`src/rtl/spi_eeprom_seq_pkg.sv`:
```
package spi_eeprom_seq_pkg;

  typedef enum logic [3:0] {
    ST_IDLE,
    ST_WREN,
    ST_GAP,
    ST_HDR,
    ST_WAIT_WR,
    ST_WDATA,
    ST_RDATA,
    ST_POLL,
    ST_DONE
  } seq_state_e;

  localparam logic [7:0] OPC_WR_ENABLE = 8'h06;
  localparam logic [7:0] OPC_WRITE     = 8'h02;
  localparam logic [7:0] OPC_READ      = 8'h03;
  localparam logic [7:0] OPC_STATUS    = 8'h05;
  localparam logic [7:0] FILL_BYTE     = 8'h00;

endpackage

```
`src/rtl/spi_byte_shifter.sv`:
```
module spi_byte_shifter #(
  parameter int CLK_HALF = 4
) (
  input  logic       clk,
  input  logic       rst,
  input  logic       start,
  input  logic [7:0] tx_byte,
  input  logic       miso,
  output logic       sclk,
  output logic       mosi,
  output logic       byte_done,
  output logic [7:0] rx_byte
);

  localparam int HW = (CLK_HALF > 1) ? $clog2(CLK_HALF) : 1;
  localparam logic [HW-1:0] HALF_LAST = HW'(CLK_HALF - 1);

  logic          running;
  logic [HW-1:0] half_cnt;
  logic [2:0]    bit_idx;
  logic [7:0]    sh_tx;
  logic [7:0]    sh_rx;
  logic          sclk_q;
  logic          mosi_q;
  logic          done_q;

  always_ff @(posedge clk) begin
    if (rst) begin
      running  <= 1'b0;
      half_cnt <= '0;
      bit_idx  <= '0;
      sh_tx    <= '0;
      sh_rx    <= '0;
      sclk_q   <= 1'b0;
      mosi_q   <= 1'b0;
      done_q   <= 1'b0;
    end else begin
      done_q <= 1'b0;
      if (!running) begin
        if (start) begin
          running  <= 1'b1;
          sh_tx    <= tx_byte;
          mosi_q   <= tx_byte[7];
          half_cnt <= HALF_LAST;
          bit_idx  <= '0;
          sclk_q   <= 1'b0;
        end
      end else if (half_cnt != '0) begin
        half_cnt <= half_cnt - 1'b1;
      end else begin
        half_cnt <= HALF_LAST;
        if (!sclk_q) begin
          // rising edge: capture the device's bit
          sclk_q <= 1'b1;
          sh_rx  <= {sh_rx[6:0], miso};
        end else begin
          // falling edge: present the next bit or close the byte
          sclk_q <= 1'b0;
          if (bit_idx == 3'd7) begin
            running <= 1'b0;
            done_q  <= 1'b1;
          end else begin
            bit_idx <= bit_idx + 1'b1;
            sh_tx   <= {sh_tx[6:0], 1'b0};
            mosi_q  <= sh_tx[6];
          end
        end
      end
    end
  end

  assign sclk      = sclk_q;
  assign mosi      = mosi_q;
  assign byte_done = done_q;
  assign rx_byte   = sh_rx;

  // data line holds while the clock is high
  a_r3_mosi_hold: assert property (@(posedge clk) disable iff (rst)
    (sclk_q && $past(sclk_q)) |-> $stable(mosi_q));

  // the controller never launches a byte into a running shifter
  a_r3_no_overlap: assert property (@(posedge clk) disable iff (rst)
    start |-> !running);

endmodule

```
`src/rtl/seq_ctrl.sv`:
```
module seq_ctrl
  import spi_eeprom_seq_pkg::*;
#(
  parameter int LEN_W  = 8,
  parameter int CS_GAP = 2
) (
  input  logic             clk,
  input  logic             rst,
  input  logic             req_valid,
  input  logic             req_write,
  input  logic [15:0]      req_addr,
  input  logic [LEN_W-1:0] req_len,
  input  logic [7:0]       wr_data,
  input  logic             wr_valid,
  output logic             wr_ready,
  output logic [7:0]       rd_data,
  output logic             rd_valid,
  output logic             busy,
  output logic             done,
  output logic             cs_n,
  output logic             eng_start,
  output logic [7:0]       eng_tx,
  input  logic             eng_done,
  input  logic [7:0]       eng_rx
);

  localparam int GW = (CS_GAP > 1) ? $clog2(CS_GAP) : 1;
  localparam logic [GW-1:0] GAP_LAST = GW'(CS_GAP - 1);

  seq_state_e       state;
  logic             op_wr;
  logic [15:0]      addr_q;
  logic [LEN_W-1:0] remain;
  logic [1:0]       hdr_idx;
  logic             poll_idx;
  logic [GW-1:0]    gap_cnt;
  logic             gap_to_poll;
  logic             in_flight;
  logic [7:0]       status_q;
  logic [7:0]       hdr_byte;

  logic             cs_n_q, busy_q, done_q, rd_valid_q, wr_ready_q, eng_start_q;
  logic [7:0]       rd_data_q, eng_tx_q;

  always_comb begin
    case (hdr_idx)
      2'd0:    hdr_byte = op_wr ? OPC_WRITE : OPC_READ;
      2'd1:    hdr_byte = addr_q[15:8];
      default: hdr_byte = addr_q[7:0];
    endcase
  end

  always_ff @(posedge clk) begin
    if (rst) begin
      state       <= ST_IDLE;
      op_wr       <= 1'b0;
      addr_q      <= '0;
      remain      <= '0;
      hdr_idx     <= '0;
      poll_idx    <= 1'b0;
      gap_cnt     <= '0;
      gap_to_poll <= 1'b0;
      in_flight   <= 1'b0;
      status_q    <= '0;
      cs_n_q      <= 1'b1;
      busy_q      <= 1'b0;
      done_q      <= 1'b0;
      rd_valid_q  <= 1'b0;
      rd_data_q   <= '0;
      wr_ready_q  <= 1'b0;
      eng_start_q <= 1'b0;
      eng_tx_q    <= '0;
    end else begin
      eng_start_q <= 1'b0;
      done_q      <= 1'b0;
      rd_valid_q  <= 1'b0;
      case (state)
        ST_IDLE: begin
          if (req_valid) begin
            busy_q   <= 1'b1;
            op_wr    <= req_write;
            addr_q   <= req_addr;
            remain   <= req_len;
            hdr_idx  <= '0;
            poll_idx <= 1'b0;
            status_q <= '0;
            if (req_len == '0) begin
              done_q <= 1'b1;
              state  <= ST_DONE;
            end else begin
              cs_n_q <= 1'b0;
              state  <= req_write ? ST_WREN : ST_HDR;
            end
          end
        end
        ST_WREN: begin
          if (eng_done) begin
            in_flight   <= 1'b0;
            cs_n_q      <= 1'b1;
            gap_cnt     <= GAP_LAST;
            gap_to_poll <= 1'b0;
            state       <= ST_GAP;
          end else if (!in_flight) begin
            eng_start_q <= 1'b1;
            eng_tx_q    <= OPC_WR_ENABLE;
            in_flight   <= 1'b1;
          end
        end
        ST_GAP: begin
          if (gap_cnt == '0) begin
            cs_n_q <= 1'b0;
            state  <= gap_to_poll ? ST_POLL : ST_HDR;
          end else begin
            gap_cnt <= gap_cnt - 1'b1;
          end
        end
        ST_HDR: begin
          if (eng_done) begin
            in_flight <= 1'b0;
            if (hdr_idx == 2'd2) begin
              if (op_wr) begin
                wr_ready_q <= 1'b1;
                state      <= ST_WAIT_WR;
              end else begin
                state <= ST_RDATA;
              end
            end else begin
              hdr_idx <= hdr_idx + 1'b1;
            end
          end else if (!in_flight) begin
            eng_start_q <= 1'b1;
            eng_tx_q    <= hdr_byte;
            in_flight   <= 1'b1;
          end
        end
        ST_WAIT_WR: begin
          if (wr_valid) begin
            wr_ready_q  <= 1'b0;
            eng_start_q <= 1'b1;
            eng_tx_q    <= wr_data;
            state       <= ST_WDATA;
          end
        end
        ST_WDATA: begin
          if (eng_done) begin
            remain <= remain - 1'b1;
            if (remain == LEN_W'(1)) begin
              cs_n_q      <= 1'b1;
              gap_cnt     <= GAP_LAST;
              gap_to_poll <= 1'b1;
              poll_idx    <= 1'b0;
              state       <= ST_GAP;
            end else begin
              wr_ready_q <= 1'b1;
              state      <= ST_WAIT_WR;
            end
          end
        end
        ST_RDATA: begin
          if (eng_done) begin
            in_flight  <= 1'b0;
            rd_valid_q <= 1'b1;
            rd_data_q  <= eng_rx;
            remain     <= remain - 1'b1;
            if (remain == LEN_W'(1)) begin
              cs_n_q <= 1'b1;
              done_q <= 1'b1;
              state  <= ST_DONE;
            end
          end else if (!in_flight) begin
            eng_start_q <= 1'b1;
            eng_tx_q    <= FILL_BYTE;
            in_flight   <= 1'b1;
          end
        end
        ST_POLL: begin
          if (eng_done) begin
            in_flight <= 1'b0;
            if (!poll_idx) begin
              poll_idx <= 1'b1;
            end else begin
              status_q <= eng_rx;
              cs_n_q   <= 1'b1;
              if (eng_rx[0]) begin
                gap_cnt     <= GAP_LAST;
                gap_to_poll <= 1'b1;
                poll_idx    <= 1'b0;
                state       <= ST_GAP;
              end else begin
                done_q <= 1'b1;
                state  <= ST_DONE;
              end
            end
          end else if (!in_flight) begin
            eng_start_q <= 1'b1;
            eng_tx_q    <= poll_idx ? FILL_BYTE : OPC_STATUS;
            in_flight   <= 1'b1;
          end
        end
        ST_DONE: begin
          busy_q <= 1'b0;
          state  <= ST_IDLE;
        end
        default: state <= ST_IDLE;
      endcase
    end
  end

  assign cs_n      = cs_n_q;
  assign busy      = busy_q;
  assign done      = done_q;
  assign rd_valid  = rd_valid_q;
  assign rd_data   = rd_data_q;
  assign wr_ready  = wr_ready_q;
  assign eng_start = eng_start_q;
  assign eng_tx    = eng_tx_q;

  // a write never finishes on a status that still reports busy
  a_r7_idle_status: assert property (@(posedge clk) disable iff (rst)
    (state == ST_DONE && op_wr) |-> !status_q[0]);

  // an empty request reaches completion without opening a frame
  a_r10_no_frame: assert property (@(posedge clk) disable iff (rst)
    (state == ST_IDLE && req_valid && req_len == '0) |=> cs_n_q);

endmodule

```
`src/rtl/spi_eeprom_seq.sv`:
```
module spi_eeprom_seq #(
  parameter int CLK_HALF = 4,
  parameter int CS_GAP   = 2,
  parameter int LEN_W    = 8
) (
  input  logic             clk,
  input  logic             rst,
  input  logic             req_valid,
  input  logic             req_write,
  input  logic [15:0]      req_addr,
  input  logic [LEN_W-1:0] req_len,
  input  logic [7:0]       wr_data,
  input  logic             wr_valid,
  output logic             wr_ready,
  output logic [7:0]       rd_data,
  output logic             rd_valid,
  output logic             busy,
  output logic             done,
  output logic             spi_sclk,
  output logic             spi_mosi,
  input  logic             spi_miso,
  output logic             spi_cs_n
);

  logic       eng_start;
  logic [7:0] eng_tx;
  logic       eng_done;
  logic [7:0] eng_rx;

  seq_ctrl #(
    .LEN_W  (LEN_W),
    .CS_GAP (CS_GAP)
  ) u_ctrl (
    .clk       (clk),
    .rst       (rst),
    .req_valid (req_valid),
    .req_write (req_write),
    .req_addr  (req_addr),
    .req_len   (req_len),
    .wr_data   (wr_data),
    .wr_valid  (wr_valid),
    .wr_ready  (wr_ready),
    .rd_data   (rd_data),
    .rd_valid  (rd_valid),
    .busy      (busy),
    .done      (done),
    .cs_n      (spi_cs_n),
    .eng_start (eng_start),
    .eng_tx    (eng_tx),
    .eng_done  (eng_done),
    .eng_rx    (eng_rx)
  );

  spi_byte_shifter #(
    .CLK_HALF (CLK_HALF)
  ) u_shift (
    .clk       (clk),
    .rst       (rst),
    .start     (eng_start),
    .tx_byte   (eng_tx),
    .miso      (spi_miso),
    .sclk      (spi_sclk),
    .mosi      (spi_mosi),
    .byte_done (eng_done),
    .rx_byte   (eng_rx)
  );

  // completion is flagged while still busy, and busy drops right after
  a_r2_done_busy: assert property (@(posedge clk) disable iff (rst)
    done |-> busy);
  a_r2_busy_falls: assert property (@(posedge clk) disable iff (rst)
    done |=> !busy);

  // clock stays low outside a frame
  a_r3_idle_clock: assert property (@(posedge clk) disable iff (rst)
    spi_cs_n |-> !spi_sclk);

  // write handshake only offered inside an open frame
  a_r6_ready_frame: assert property (@(posedge clk) disable iff (rst)
    wr_ready |-> (busy && !spi_cs_n && !spi_sclk));

  // read strobes only during an operation
  a_r8_rd_in_op: assert property (@(posedge clk) disable iff (rst)
    rd_valid |-> busy);

endmodule

```
`config.mk`:
```
export PLATFORM = sky130hd
export DESIGN_NAME = spi_eeprom_seq
export DESIGN_NICKNAME = d
export VERILOG_FILES = /design/src/rtl/spi_eeprom_seq_pkg.sv /design/src/rtl/spi_byte_shifter.sv /design/src/rtl/seq_ctrl.sv /design/src/rtl/spi_eeprom_seq.sv
export SDC_FILE = /design/constraint.sdc
export NUM_CORES = 1
export LEC_CHECK = 0
export BUFFER_PORTS_ARGS = -buffer_cell sky130_fd_sc_hd__buf_2
export CORE_MARGIN = 2
export CORE_UTILIZATION = 49
export CTS_CLUSTER_SIZE = 20
export DETAILED_ROUTE_END_ITERATION = 6
export PLACE_DENSITY = 0.79
export SLEW_MARGIN = 20
export SYNTH_ARGS = -nofsm -noshare
export SYNTH_HDL_FRONTEND = slang
export SYNTH_SLANG_ARGS = --single-unit
```
`constraint.sdc`:
```
create_clock -name clk -period 5.1 [get_ports clk]
set_input_delay 0.51 -clock clk [delete_from_list [all_inputs] [get_ports clk]]
set_output_delay 0.51 -clock clk [all_outputs]
set_load 0.01 [all_outputs]
```
# [Yosys cells after proc, flatten, opt, wreduce, memory -nomap -nowiden]
# Index checks and enable logic that the tools add are counted.
[classes] n_addsub=5 n_mul=0 div=0 n_lt_le_gt_ge=0 n_eq_ne=42 shift=0 mux=111 bitwise_logic=4 n_reduce_logical=33
[ops] op="two-way mux 8 bit" n=11
[ops] op="two-way mux 1 bit" n=53
[ops] op="two-way mux 4 bit" n=13
[ops] op="case mux 8 bit (5 select lines)" n=1
[ops] op="two-way mux 7 bit" n=5
[ops] op="inequality test 2 bit, second input constant" n=17
[ops] op="case mux 4 bit (8 select lines)" n=1
[ops] op="case mux 8 bit (2 select lines)" n=2
[ops] op="inequality test 2 x 1 -> 1 bit, second input constant" n=13
[ops] op="two-way mux 3 bit" n=8
[ops] op="AND reduction 7 bit" n=3
[ops] op="equality test 4 x 3 -> 1 bit, second input constant" n=4
[ops] op="two-way mux 2 bit" n=8
[ops] op="case mux 1 bit (3 select lines)" n=4
[ops] op="AND reduction 11 bit" n=1
[ops] op="AND reduction 10 bit" n=1
[ops] op="nonzero test 2 bit" n=5
[ops] op="nonzero test 5 bit" n=2
[ops] op="AND reduction 9 bit" n=1
[ops] op="nonzero test 3 bit" n=3
[ops] op="equality test 4 x 2 -> 1 bit, second input constant" n=2
[ops] op="equality test 8 x 1 -> 1 bit, second input constant" n=1
[ops] op="logical NOT 8 bit" n=1
[ops] op="AND reduction 2 bit" n=4
[ops] op="other kinds (23)" n=31
[word_totals] regBits=81 latch_bits=0 ram_bits=0 mem_bits_ro=0 inputBits=38 output_inout_bits=15 wordCells=220 mem_count=0

# [Depth between registers and ports, before layout]
[depth] word_depth=5 depth_mapped=8 mapped_depth_nobuf=7

# [Hierarchy]
# A second synthesis with hierarchy kept.
[unflattened] hier_cells=485 area_unflattened_um2=4088.9
[by_module_without_submodules] mod="seq_ctrl" instances=1 cells_each=386 area_each_um2=3050.4 seq_area_each_um2=1141.1
[by_module_without_submodules] mod="spi_byte_shifter" instances=1 cells_each=99 area_each_um2=1038.5 seq_area_each_um2=480.5

# [Worst setup path after synthesis]
# Ideal clock, no wire load.
[synth_timing] path_kind="register to register" from="reg u_ctrl.remain[0]" to="reg u_ctrl.cs_n_q, in the netlist u_ctrl.cs_n" setup_time_ns=0.075 t_arrival_ns=1.812 required_ns=5.025 path_slack_ns=3.213 stages_incl_launch_ff=7 n_path_buf=0 period_less_slack_ns=1.887 path_cell_list="dfxtp_1 ha_1 and4bb_2 nand2_2 a311o_1 or4_1 a22oi_2"
[synth_via] elab_chain_cells=3
[synth_rtl] item="from (decl)" line_no="seq_ctrl.sv:33" source="logic [LEN_W-1:0] remain;"
[synth_rtl] item="from (signal assigned)" line_no="seq_ctrl.sv:83" source="remain <= req_len;"
[synth_rtl] item="from (signal assigned)" line_no="seq_ctrl.sv:146" source="remain <= remain - 1'b1;"
[synth_rtl] item="from (signal assigned)" line_no="seq_ctrl.sv:164" source="remain <= remain - 1'b1;"
[synth_rtl] item="equality test 8 x 1 -> 1 bit" line_no="seq_ctrl.sv:147, seq_ctrl.sv:165"
[synth_rtl] item="inequality test 2 x 1 -> 1 bit (no source line)"
[synth_rtl] item="AND reduction 9 bit (no source line)"
[synth_rtl] item="to (signal assigned)" line_no="seq_ctrl.sv:148" source="cs_n_q <= 1'b1;"
[synth_rtl] item="to (signal assigned)" line_no="seq_ctrl.sv:166" source="cs_n_q <= 1'b1;"
[synth_rtl] item="to (signal assigned)" line_no="seq_ctrl.sv:183" source="cs_n_q <= 1'b1;"
[synth_rtl] item="to (decl)" line_no="seq_ctrl.sv:42" source="logic cs_n_q, busy_q, done_q, rd_valid_q, wr_ready_q, eng_start_q;"
# No other way between the ends.
# A chain may end at the register's enable or synchronous reset.

# [Worst setup path in the final report]
[layout_timing] from="reg u_ctrl.state[2]" to="reg u_ctrl.remain[5]"
[layout_via] elab_chain_cells=4 elab_cells_between_ends=9 cone_classes="eq/ne: 4; mux: 1; reduce/logical: 4"
[layout_rtl] item="from (decl)" line_no="seq_ctrl.sv:30" source="seq_state_e state;"
[layout_rtl] item="from (signal assigned)" line_no="seq_ctrl.sv:92" source="state <= req_write ? ST_WREN : ST_HDR;"
[layout_rtl] item="from (signal assigned)" line_no="seq_ctrl.sv:112" source="state <= gap_to_poll ? ST_POLL : ST_HDR;"
[layout_rtl] item="equality test 4 x 3 -> 1 bit" line_no="seq_ctrl.sv:77" source="case (state)"
[layout_rtl] item="OR reduction 2 bit (no source line)"
[layout_rtl] item="inequality test 2 x 1 -> 1 bit (no source line) or nonzero test 2 bit (tied branches)"
[layout_rtl] item="AND reduction 3 bit (no source line)"
# Parallel ways exist; a longest one is shown, timed or not.

==> impl_results.md <==
- Status: finished clean
- Vias in the first global route: around 3400
- FF+latch area: around 1600 um2
- GRT Util Overall: a little under a quarter
- Worst R2R Path Depth: 5
- Post-route insts no fill: 630
- CTS sink cnt: 81
- Number of synthesized flops with an enable pin: 0
- Final-report hold violation count: 0
- Post-CTS Setup Bufs: 0
- Core box area: between 7000 and 8000 um2
- Final setup TNS: 0 ns
- DIE AREA: 8880 um2
- Relative slew slack: between 40% and 50%
- DP Wirelength: 6.78 mm
- Synth Register Bits: approximately 80
- Final period util: 49.4%
- RSZ-0062 raised after global routing: no
- RD Place Congestion: between 0.9 and 1
- Net Switching: between 0.7 and 0.8 mW
- Area Overhead vs Synth: 11.4%
- Initial antenna violation count: 0
- # diodes: 0
- Hold Crit Depth: 3
- Worst-Skew Late Latency: 0.35 ns
- Pleak: 1.71 nW
- Final wirelength: around 9.7 mm
- Hold path start: req_addr[6]
- Ys flop type: dfxtp_1
- Syn nets: 539
- Worst flop-to-flop path endpoint: u_ctrl.remain[5]
- Combinational Power Share: 29.7%
- Number of nets in the layout: around 570
- Tightest Hold Check Type: in -> reg
- Detailed-route DRC error count: 0
- Fill count: 760
- Cell Pwr Density: ~430 nW/um2
- Yosys warnings: 0
- Slew @ Worst Pin: roughly 0.8 ns
- Footprint of the multi-input gates: about 2200 um2
- CP Capture Type: register
- Cts hold-fix bufs: 0
- Avg Vias per Cell: around 6
- Post-Syn Instances: ~500
- Vias: between 3000 and 4000
- Routed len/inst: 15.3 um
- R2r setup slk: around 2.6 ns
- Die Ht: 94.2 um
- Num CTS Buffers: 9
- Worst EP required: ~5.4 ns
- H-tree depth: 3
- Row cnt: 32
- Sequential share of the synthesized area: 40.6%
- Count of final setup violators: 0
- Fin crit period: approximately 2.5 ns
- Int Power: approximately 1.2 mW
- Pin count of the biggest net entering global routing: 77
- Crit path kind: reg -> reg
- Reg clk slew, reported paths: 0.09 ns
- CTS tree: done
- Synth unique cells: between 60 and 70
- Max Cap Viol: 0
- CP Max Fanout: 25
- Initial Utilization: 51.1%
- CTS root buffer: clkbuf_8
- Clock buffer depth: 2
- Min-Delay Endpoint: u_ctrl.addr_q[6]
- Fmax: between 300 and 400 MHz
- Post-placement cell count: 614
- Asr flop ratio synth: 0%
- 1st-pass router iterations: 7
- Sw Share: between 30% and 40%
- Worst vdd ir: 0.202 mV
- IO buf count: 52
- Slew Viols, Final: 0
- Avg Cell Area, Syn: 8.09 um2
- CP arrival: 2.82 ns
- Final clock skew: between 0.01 and 0.015 ns
- Gates resized, CTS repair: 0
- Synthesized area: 3990 um2
- Die Span X: about 94 um
- Share of layout cells above drive strength 1: about 16%
- First-pass GRT wire length: approximately 16 mm
- Top Ports: 53
- Flop pwr share: between 40 and 50%
- Clock share of power: between 20 and 25%
- Crit start category: register
- Routed Antenna Nets: 0
- Global route overflow: 0
- Worst r2r src: u_ctrl.state[2]
- DRC marker count from the first detailed-route iteration: 410
[worst max path at each step]
stage                                start                to  slack, ns  cells after the start
after floorplan           u_ctrl.remain[0]       u_ctrl.cs_n       3.21                      6
after global placement     u_ctrl.state[2]  u_ctrl.remain[5]       2.73                      5
after detailed placement   u_ctrl.state[2]  u_ctrl.remain[5]       2.65                      5
after CTS                  u_ctrl.state[2]  u_ctrl.remain[5]       2.63                      5
after global routing       u_ctrl.state[2]  u_ctrl.remain[5]       2.43                      5
final                      u_ctrl.state[2]  u_ctrl.remain[5]       2.58                      5
[logic make-up (layout without fill, tap and decap cells)]
group,after synthesis,count (layout),synth area share [%]
AO/OA/AOI/OAI,138,138,22.3
buffers and inverters,48,83,4.86
AND/OR/NAND/NOR,195,195,23.9
XOR/XNOR,1,1,0.220
adder cells (fa/ha/maj),8,8,2.51
multiplexers,22,22,5.55
flip-flops,81,81,40.6
[routing by layer]
layer,vias up,part of all wire (%),global-route usage [%]
met3,14,6.1,4.01
met2,140,48,37.6
li1,1822,-,-
met5,-,0,0
met1,1727,44,31.1
met4,0,1.3,6.52
[power by group through the flow]
stage               clock network (mW)  logic, mW  registers [mW]
global route                     0.516      0.645           0.891
detailed placement                   0      0.562           0.887
finish                           0.475      0.569           0.874
global placement                     0      0.546           0.879
CTS                              0.486      0.565           0.871
floorplan                            0      0.494           0.822
[placed cells by master (no fill, tap or decap), drive strengths merged, types with 8 or more instances in the layout]
| cell type | Yosys | layout |
|---|---|---|
| nor2 | 57 | 57 |
| o21ai | 14 | 14 |
| mux2i | 21 | 21 |
| a21oi | 62 | 62 |
| nor3b | 11 | 11 |
| ha | 8 | 8 |
| buf | 12 | 53 |
| nand3 | 12 | 12 |
| inv | 14 | 16 |
| a211oi | 21 | 21 |
| dfxtp | 81 | 81 |
| nor3 | 8 | 8 |
| clkbuf | 22 | 9 |
| nand2 | 68 | 68 |
[flip-flops by register name (all words and copies together) (netlist names), 2 cells and up]
register	flops
u_ctrl.rd_data	8
u_shift.half_cnt	2
u_ctrl.addr_q	16
u_shift.bit_idx	3
u_ctrl.state	4
u_shift.rx_byte	8
u_ctrl.remain	8
u_ctrl.eng_tx	8
u_shift.sh_tx	7
u_ctrl.hdr_idx	2
[critical path, stage by stage (launching register included)]
cell and delay (ns):
dfxtp_1 0.82, inv_1 0.20, or3_1 0.66, or4_1 0.49
a21oi_1 0.16, a32o_1 0.13
[cell usage after synthesis, types with 11 or more instances]
cell type	instances	area [um2]
a211oi_1	21	158
a21oi_1	61	305
clkbuf_1	22	82.6
dfxtp_1	81	1620
inv_1	14	52.6
mux2i_1	21	210
nand2_1	67	251
nand3_1	12	60.1
nor2_1	56	210
nor3b_1	11	82.6
o21ai_0	14	70.1
[layout make-up]
type / count / area share (%)
Tap cell: 102 / 2.87
Multi-Input combinational cell: 364 / 48.9
Inverter: 14 / 1.18
Clock buffer: 9 / 2.79
Sequential cell: 81 / 36.5
Clock inverter: 7 / 1.72
Timing Repair Buffer: 53 / 6.02
[through the flow]
step                      hold slack (ns)  setup WS (ns)  power (mW)  cell area [um2]  utilization (%)
after detailed placement            0.442           2.65        1.45             4240             54.4
after floorplan                     0.432           3.21        1.32             3990                -
after global routing                0.383           2.43        2.05             4440             56.9
after CTS                           0.384           2.63        1.92             4440             56.9
final                               0.396           2.58        1.92             4440             56.9
after global placement              0.443           2.73        1.43             4240             54.4
(Power assumes the default switching activity.)
